**src/rtl/hsm_pkg.sv**
```systemverilog
package hsm_pkg;
    typedef enum logic [1:0] {
        ST_IDLE = 2'd0,
        ST_BUSY = 2'd1,
        ST_ACK  = 2'd2,
        ST_SKIP = 2'd3
    } hsm_state_e;
endpackage

```
**src/rtl/hsm_sync.sv**
```systemverilog
module hsm_sync #(
    parameter int   STAGES  = 2,
    parameter logic RST_VAL = 1'b1
) (
    input  logic clk,
    input  logic rst_n,
    input  logic d_async,
    output logic q_sync
);
    logic [STAGES-1:0] chain;

    always_ff @(posedge clk or negedge rst_n) begin
        if (!rst_n) chain <= {STAGES{RST_VAL}};
        else        chain <= {chain[STAGES-2:0], d_async};
    end

    assign q_sync = chain[STAGES-1];
endmodule

```
**src/rtl/hsm_wait_counter.sv**
```systemverilog
module hsm_wait_counter #(
    parameter int CW = 4
) (
    input  logic          clk,
    input  logic          rst_n,
    input  logic          load,
    input  logic [CW-1:0] load_val,
    input  logic          run,
    output logic          zero
);
    logic [CW-1:0] cnt;

    always_ff @(posedge clk or negedge rst_n) begin
        if (!rst_n)                   cnt <= '0;
        else if (load)                cnt <= load_val;
        else if (run && cnt != '0)    cnt <= cnt - 1'b1;
    end

    assign zero = (cnt == '0);

    AST_NO_WRAP: assert property (@(posedge clk) disable iff (!rst_n)
        (run && !load && $past(run) && $past(cnt) == '0) |-> cnt == '0);
endmodule

```
**src/rtl/hsm_ram.sv**
```systemverilog
module hsm_ram #(
    parameter int AW = 4,
    parameter int DW = 8
) (
    input  logic          clk,
    input  logic          we,
    input  logic          re,
    input  logic [AW-1:0] addr,
    input  logic [DW-1:0] wdata,
    output logic [DW-1:0] rdata
);
    localparam int DEPTH = 1 << AW;

    logic [DW-1:0] mem [DEPTH];

    always_ff @(posedge clk) begin
        if (we) mem[addr] <= wdata;
        if (re) rdata     <= mem[addr];
    end
endmodule

```
**src/rtl/hsm_async_mem_slave.sv**
```systemverilog
module hsm_async_mem_slave
    import hsm_pkg::*;
#(
    parameter int AW = 4,
    parameter int DW = 8,
    parameter int CW = 4
) (
    input  logic          clk,
    input  logic          rst_n,
    input  logic [AW-1:0] addr,
    input  logic          cs_n,
    input  logic          mem_req_n,
    input  logic          rd_wr_n,
    input  logic          req_stb_n,
    input  logic [CW-1:0] wait_cfg,
    input  logic [DW-1:0] bus_din,
    output logic [DW-1:0] bus_dout,
    output logic          bus_oe,
    output logic          ack_stb_n
);
    hsm_state_e    state, state_nx;
    logic          stb_sync_n;
    logic          stb_seen;
    logic          selected;
    logic          start;
    logic          lat_zero;
    logic          is_read;
    logic          ram_we;
    logic          ram_re;
    logic [DW-1:0] ram_q;

    hsm_sync #(.STAGES(2), .RST_VAL(1'b1)) u_sync (
        .clk     (clk),
        .rst_n   (rst_n),
        .d_async (req_stb_n),
        .q_sync  (stb_sync_n)
    );

    assign stb_seen = !stb_sync_n;
    assign selected = !cs_n && !mem_req_n;
    assign start    = (state == ST_IDLE) && stb_seen && selected;
    assign ram_we   = start && !rd_wr_n;
    assign ram_re   = start && rd_wr_n;

    hsm_wait_counter #(.CW(CW)) u_wait (
        .clk      (clk),
        .rst_n    (rst_n),
        .load     (start),
        .load_val (wait_cfg),
        .run      (state == ST_BUSY),
        .zero     (lat_zero)
    );

    hsm_ram #(.AW(AW), .DW(DW)) u_ram (
        .clk   (clk),
        .we    (ram_we),
        .re    (ram_re),
        .addr  (addr),
        .wdata (bus_din),
        .rdata (ram_q)
    );

    // State register
    always_ff @(posedge clk or negedge rst_n) begin
        if (!rst_n) begin
            state   <= ST_IDLE;
            is_read <= 1'b0;
        end else begin
            state <= state_nx;
            if (start) is_read <= rd_wr_n;
        end
    end

    // Next-state logic
    always_comb begin
        state_nx = state;
        unique case (state)
            ST_IDLE: if (stb_seen) state_nx = selected ? ST_BUSY : ST_SKIP;
            ST_BUSY: if (lat_zero) state_nx = ST_ACK;
            ST_ACK:  if (!stb_seen) state_nx = ST_IDLE;
            ST_SKIP: if (!stb_seen) state_nx = ST_IDLE;
        endcase
    end

    // Outputs
    always_comb begin
        ack_stb_n = 1'b1;
        bus_oe    = 1'b0;
        unique case (state)
            ST_ACK: begin
                ack_stb_n = 1'b0;
                bus_oe    = is_read;
            end
            ST_IDLE, ST_BUSY, ST_SKIP: ;
        endcase
    end

    assign bus_dout = bus_oe ? ram_q : '0;

    AST_ACK_NEEDS_STROBE: assert property (@(posedge clk) disable iff (!rst_n)
        $fell(ack_stb_n) |-> stb_seen);
    AST_ACK_HELD: assert property (@(posedge clk) disable iff (!rst_n)
        (!ack_stb_n && stb_seen) |=> !ack_stb_n);
    AST_OE_ONLY_IN_ACK: assert property (@(posedge clk) disable iff (!rst_n)
        bus_oe |-> !ack_stb_n);
    AST_DATA_STABLE: assert property (@(posedge clk) disable iff (!rst_n)
        (bus_oe && $past(bus_oe)) |-> $stable(bus_dout));
    AST_SKIP_SILENT: assert property (@(posedge clk) disable iff (!rst_n)
        (state == ST_SKIP) |-> (ack_stb_n && !bus_oe));
    AST_WRITE_SELECTED: assert property (@(posedge clk) disable iff (!rst_n)
        ram_we |-> (!cs_n && !mem_req_n && state_nx == ST_BUSY));
    AST_WRITE_NO_DRIVE: assert property (@(posedge clk) disable iff (!rst_n)
        (!ack_stb_n && !is_read) |-> !bus_oe);
endmodule

```
**config.mk**
```make
export PLATFORM = sky130hd
export DESIGN_NAME = hsm_async_mem_slave
export DESIGN_NICKNAME = d
export VERILOG_FILES = /design/src/rtl/hsm_pkg.sv /design/src/rtl/hsm_sync.sv /design/src/rtl/hsm_wait_counter.sv /design/src/rtl/hsm_ram.sv /design/src/rtl/hsm_async_mem_slave.sv
export SDC_FILE = /design/constraint.sdc
export NUM_CORES = 1
export LEC_CHECK = 0
export BUFFER_PORTS_ARGS = -buffer_cell sky130_fd_sc_hd__buf_2
export CAP_MARGIN = 20
export CORE_AREA = 5 5 86 168
export DETAILED_ROUTE_END_ITERATION = 7
export DIE_AREA = 0 0 91 173
export SYNTH_ARGS = -nofsm -noshare
export SYNTH_HDL_FRONTEND = slang
export SYNTH_SLANG_ARGS = --single-unit
```
**constraint.sdc**
```tcl
create_clock -name clk -period 2.4 [get_ports clk]
set_input_delay 0.72 -clock clk [delete_from_list [all_inputs] [get_ports clk]]
set_output_delay 0.72 -clock clk [all_outputs]
set_load 0.005 [all_outputs]
```
### After elaboration in Yosys (flattened, before gate mapping)

Memory sizes are Yosys's and may differ from the RTL's. A register that Yosys moved wholly into a read port is not among the register bits.
Index checks and enable logic that the tools add are counted.
W data, S select, Z words.

* word-level logic and storage cells: 40
* output and inout bits: 10
* bits in writable memories: 128
* bits in read-only memories: 0
* latch bits: 0
* input port bits: 22
* memories kept: 1
* flip-flop bits (word level): 9

* $lt $le $gt $ge: 0
* $mul: 0
* reductions and logical operators: 16
* muxes and demuxes: 12
* equality and inequality tests: 6
* bitwise gates (word level): 0
* shifts and indexed selects: 0
* div/mod/pow operators: 0
* add/subtract/negate cells: 1

Memory list
* u_ram.mem: depth 16, bits a word 8, rd ports 1, clocked after Yosys merged registers in 1, write ports 1, line hsm_ram.sv:14 `logic [DW-1:0] mem [DEPTH];`

Operators with widths (count)
* $mux W2: 4
* $mux W4: 2
* $mux W8: 1
* $logic_and A1 B1 Y1: 6
* $pmux W2 S3: 1
* $eq A2 B2 Y1 const B: 2
* $logic_not A1 Y1: 4
* $logic_not A4 Y1: 1
* $mux W1: 4
* $ne A2 B2 Y1 const B: 2
* $reduce_bool A4 Y1: 1
* $sub A4 B1 Y4 const B: 1
* $reduce_and A3 Y1: 1
* $eq A2 B1 Y1 const B: 1
* $logic_not A2 Y1: 1
* $ne A2 B1 Y1 const B: 1
* $reduce_bool A2 Y1: 1
* $reduce_or A2 Y1: 1

### Logic depth before layout (Yosys ltp)

* depth after elaboration: 6
* depth in mapped cells: 6
* depth with buffers taken out: 5

### Modules after synthesis

Synthesis repeated with hierarchy kept, for this count alone.

* cell total of the unflattened synthesis: 286
* area total of the unflattened synthesis: 5680.4 µm²

By module, submodules not included
* hsm_ram: times used 1, cells each 230, area each 5147.4 µm², sequential area each 4083.9 µm²
* hsm_wait_counter: times used 1, cells each 27, area each 252.7 µm², sequential area each 100.1 µm²
* hsm_async_mem_slave: times used 1, cells each 27, area each 227.7 µm², sequential area each 75.1 µm²
* hsm_sync: times used 1, cells each 2, area each 52.6 µm², sequential area each 52.6 µm²

### Least setup slack after synthesis

No wires, ideal clock.

* kind: in2reg
* from: input cs_n
* to: memory u_ram.mem[5][0], enable pin
* stages: 4
* buffers on the path: 1
* library setup time: 370 ps
* data required time: 2030 ps
* arrival time: 2119 ps
* setup slack: -89 ps
* path through: or3_1 buf_2 or4_4 nor2_1

* cells in the longest elaborated chain, start to end: 6

Ends and longest elaborated chain
* from (decl): line hsm_async_mem_slave.sv:11 `input logic cs_n,`
* $logic_not A1 Y1: line hsm_async_mem_slave.sv:40 `assign selected = !cs_n && !mem_req_n;`
* $logic_and A1 B1 Y1: line hsm_async_mem_slave.sv:40
* $logic_and A1 B1 Y1: line hsm_async_mem_slave.sv:41 `assign start = (state == ST_IDLE) && stb_seen && selected;`
* $logic_and A1 B1 Y1: line hsm_async_mem_slave.sv:42 `assign ram_we = start && !rd_wr_n;`
* $mux W1: line hsm_ram.sv:17 `if (we) mem[addr] <= wdata;`
* $mux W1 (not written as such): line hsm_ram.sv:17
* to (decl): line hsm_ram.sv:14

No other way between the ends.

### Worst setup path in the final report

* from: register state[1]
* to: output bus_dout[4]

* cells in the longest elaborated chain, start to end: 3

Ends and longest elaborated chain
* from (decl): line hsm_async_mem_slave.sv:21 `hsm_state_e state, state_nx;`
* from (signal assigned): line hsm_async_mem_slave.sv:69 `state <= state_nx;`
* $eq A2 B2 Y1: line hsm_async_mem_slave.sv:89 `unique case (state)`
* $mux W1: line hsm_async_mem_slave.sv:89
* $mux W8: line hsm_async_mem_slave.sv:98 `assign bus_dout = bus_oe ? ram_q : '0;`
* to (decl): line hsm_async_mem_slave.sv:17 `output logic [DW-1:0] bus_dout,`

No other way between the ends.

==> reports/metrics.yaml <==
yosys:
  syn_area_per_cell_sq_um: 19.26
  synthesis.nets: 320
  async_flop_share_pct: 6.207
  synth_edf_count: 136
  syn-instance-count: 297
  ys_seq_elements: 145
  yosysSeqAreaShare_pct: 75.37
  ys_types: 32
  synth_warnings: 0
  ys.flop_type: "edfxtp_1"
  synthesis.area_sq_um: 5720
power:
  powerDensity_nw_per_um2: 875.3
  vdd_drop_max_mv: 0.5491
  p_leak_nw: 2.315
finish:
  areaGrowthSynthToFinish_pct: 18.24
  fin_nets: 376
  layout-drive-gt1-share_pct: 34.43
  num_antenna_cells: 0
  utilization_pct: 52.36
setup_path:
  crit_type: "flip-flop to output port"
  start_kind: "flip-flop"
  crit_chain: "or2b_1 > nor2_4 > and2_1 > buf_2"
  crit_fanout: 9
  slowest_delay_ns: 0.40
  slowest_stage: "dfrtp_1"
  end_kind: "output port"
  crit_required_ns: 1.68
  cp_top_family: "simple AND/OR/NAND/NOR gates"
  worstPathArrival_ns: 1.51
  cp.buffers_inverters: 1
route:
  wl_per_cell_um: 23.14
  drt-total-wl_um: 11990
  drtPass1Iterations: 4
  via_count: 2897
  dr.first_iter.drc_count: 182
  vias_per_cell: 5.593
  drc: 0
  postRouteAntennaNets: 0
timing:
  drv_slew: 0
  post-route-min-period_ns: 2.231
  hold_violations: 0
  max_freq_mhz: 448.1
  fin_crit_sh_pct: 92.98
  finalClockSkew_ns: 0.008681
  slew_headroom_pct: 66.91
  worst_slack_ns: 0.1686
  tightest_slew_ns: 0.4954
  rsz0062_at_grt: "false"
  final.setup.tns_ns: 0
  finalSetupViolCount: 0
floorplanning:
  die_w_um: 91
  core_sq_um: 12920
  rows: 59
  die-area_sq_um: 15740
  die_h_um: 173
  io_pins: 32
  initial_core_util_pct: 44.28
clocking:
  clockBufferDepth: 2
  hold_buffers: 0
  cts_made_buffers: 17
  cts_root_buffer: "clkbuf_16"
  ctsHtreeMaxLevel: 4
  clk_pin_slew_ns: 0.06
  clock-sinks: 145
  clk_latency_ns: 0.41
  cts_tree: "done"
run_status:
  run_status: "finished, final reports clean"
global_routing:
  grt_pass1_wl_um: 18320
  grt_pass1_vias: 3081
  grt-ovfl-total: 0
  grt_antenna_before_repair: 0
  grt_max_degree: 25
  grt_util_all_layers_pct: 16.11
place:
  hpwl_um: 8648
  io_buffers: 31
  dp_slack_ns: -0.07339
  routabilityCongestion: 0.8019
run:
  drv_cap: 0
hold_path:
  hold_path_class: "input pin to asynchronous set/reset pin"
-- cells in the final DEF, fill, tap and decap left out, drive strengths merged --
master	netlist	routed
a21oi	1	1
a21bo	1	1
nand2b	5	5
dfstp	2	2
nor2b	2	2
nor3	9	9
bufinv	0	1
a31oi	3	3
clkinv	0	6
clkbuf	7	21
or3	1	1
mux4	32	32
nand3	2	2
a22oi	16	16
or2b	1	1
and3	2	2
ha	1	1
or4	3	3
dfrtp	7	7
edfxtp	136	136
a21o	2	2
nand2	13	13
or3b	1	1
nor2	17	17
o21ai	3	3
o31ai	1	1
buf	10	54
or2	1	1
nand4b	3	3
clkinvlp	0	2
inv	4	6
and2b	1	1
and2	10	10
-- worst reg2reg max path: stages, from the launching register on --
cell and delay (ns):
dfrtp_1 0.41, or3_1 0.48, or4_4 0.60, nor3_2 0.12, buf_4 0.19
-- repair_timing --
item,4_1_cts,5_1_grt
setup buffers,0,0
resized for setup,1,1
setup endpoints to repair,8,8
-- cell usage after synthesis (2+ instances only) --
| master | n | area [sq um] |
|---|---|---|
| dfrtp_1 | 7 | 175.2 |
| buf_2 | 6 | 30.03 |
| nand4b_1 | 3 | 26.28 |
| nor2_1 | 17 | 63.81 |
| nand2_1 | 13 | 48.80 |
| a21o_1 | 2 | 15.01 |
| o21ai_0 | 3 | 15.01 |
| inv_1 | 4 | 15.01 |
| nand3_1 | 2 | 10.01 |
| nand2b_1 | 5 | 31.28 |
| nor2b_1 | 2 | 12.51 |
| nor3_1 | 6 | 30.03 |
| nor3_2 | 3 | 30.03 |
| or4_4 | 3 | 33.78 |
| clkbuf_1 | 7 | 26.28 |
| a22oi_1 | 16 | 120.1 |
| a31oi_1 | 3 | 18.77 |
| mux4_2 | 32 | 720.7 |
| and3_1 | 2 | 12.51 |
| buf_1 | 4 | 15.01 |
| edfxtp_1 | 136 | 4084 |
| dfstp_2 | 2 | 52.55 |
| and2_1 | 10 | 62.56 |
-- state kept, by name, summed over array words and instances (netlist names) --
register / cells
state: 2
u_ram.mem: 128
u_wait.cnt: 4
is_read: 1
u_sync.chain: 2
u_ram.rdata: 8
-- metal layers --
metal  routed length [um]  GRT usage [%]
met1                 4300          17.10
met2                 6747          28.89
met3                  417          3.913
met4                  523          8.384
met5                    0              0
-- cell families (layout without fill, tap and decap cells) --
logic type	after synthesis	count (layout)	synth area share, %
AOI/OAI and AO/OA	27	27	3.346
muxes	32	32	12.60
adders and majority gates	1	1	0.2187
buffers and inverters	21	90	1.509
and+or+nand+nor	71	71	6.956
DFF	145	145	75.37
-- final timing paths --
path	cells after the start	slack (ns)	start	endpoint
worst max-delay path	4	0.17	state[1]$_DFFE_PN0P_	bus_dout[4]
worst min-delay path	1	0.16	rst_n	u_wait.cnt[0]$_DFFE_PN0P_
worst max register to register	4	0.31	state[1]$_DFFE_PN0P_	u_ram.mem[3][7]$_DFFE_PP_
worst min register to register	0	0.36	u_sync.chain[0]$_DFF_PN1_	u_sync.chain[1]$_DFF_PN1_
max in group asynchronous	1	1.99	rst_n	u_sync.chain[0]$_DFF_PN1_
min in group clk	0	0.36	u_sync.chain[0]$_DFF_PN1_	u_sync.chain[1]$_DFF_PN1_
-- final cells by class --
| cell class | instances | area, sq um |
|---|---|---|
| Multi-Input combinational cell | 131 | 1330 |
| Fill cell | 1009 | 6155 |
| Clock buffer | 21 | 460.4 |
| Clock inverter | 11 | 103.9 |
| Tap cell | 152 | 190.2 |
| Sequential cell | 145 | 4312 |
| Inverter | 4 | 15.01 |
| Timing Repair Buffer | 54 | 352.8 |
-- stage by stage --
stage | cell area (sq um) | hold WS (ns) | cells | total power [W]
finish | 6764 | 0.1600 | 518 | 0.005921
global route | 6764 | 0.1582 | 518 | 0.006153
CTS | 6759 | 0.1460 | 518 | 0.005960
detailed placement | 6192 | 0.3472 | 486 | 0.003492
global placement | 6192 | 0.3478 | 486 | 0.003486
floorplan | 5720 | 0.3452 | 297 | 0.003285
-- report_power, final --
group	total (W)	internal, W	switching, W
combinational	0.000545	0.000237	0.000307
sequential	0.00290	0.00284	0.0000584
clock	0.00248	0.00149	0.000990
No activity file was read; power rests on OpenSTA's default activity.
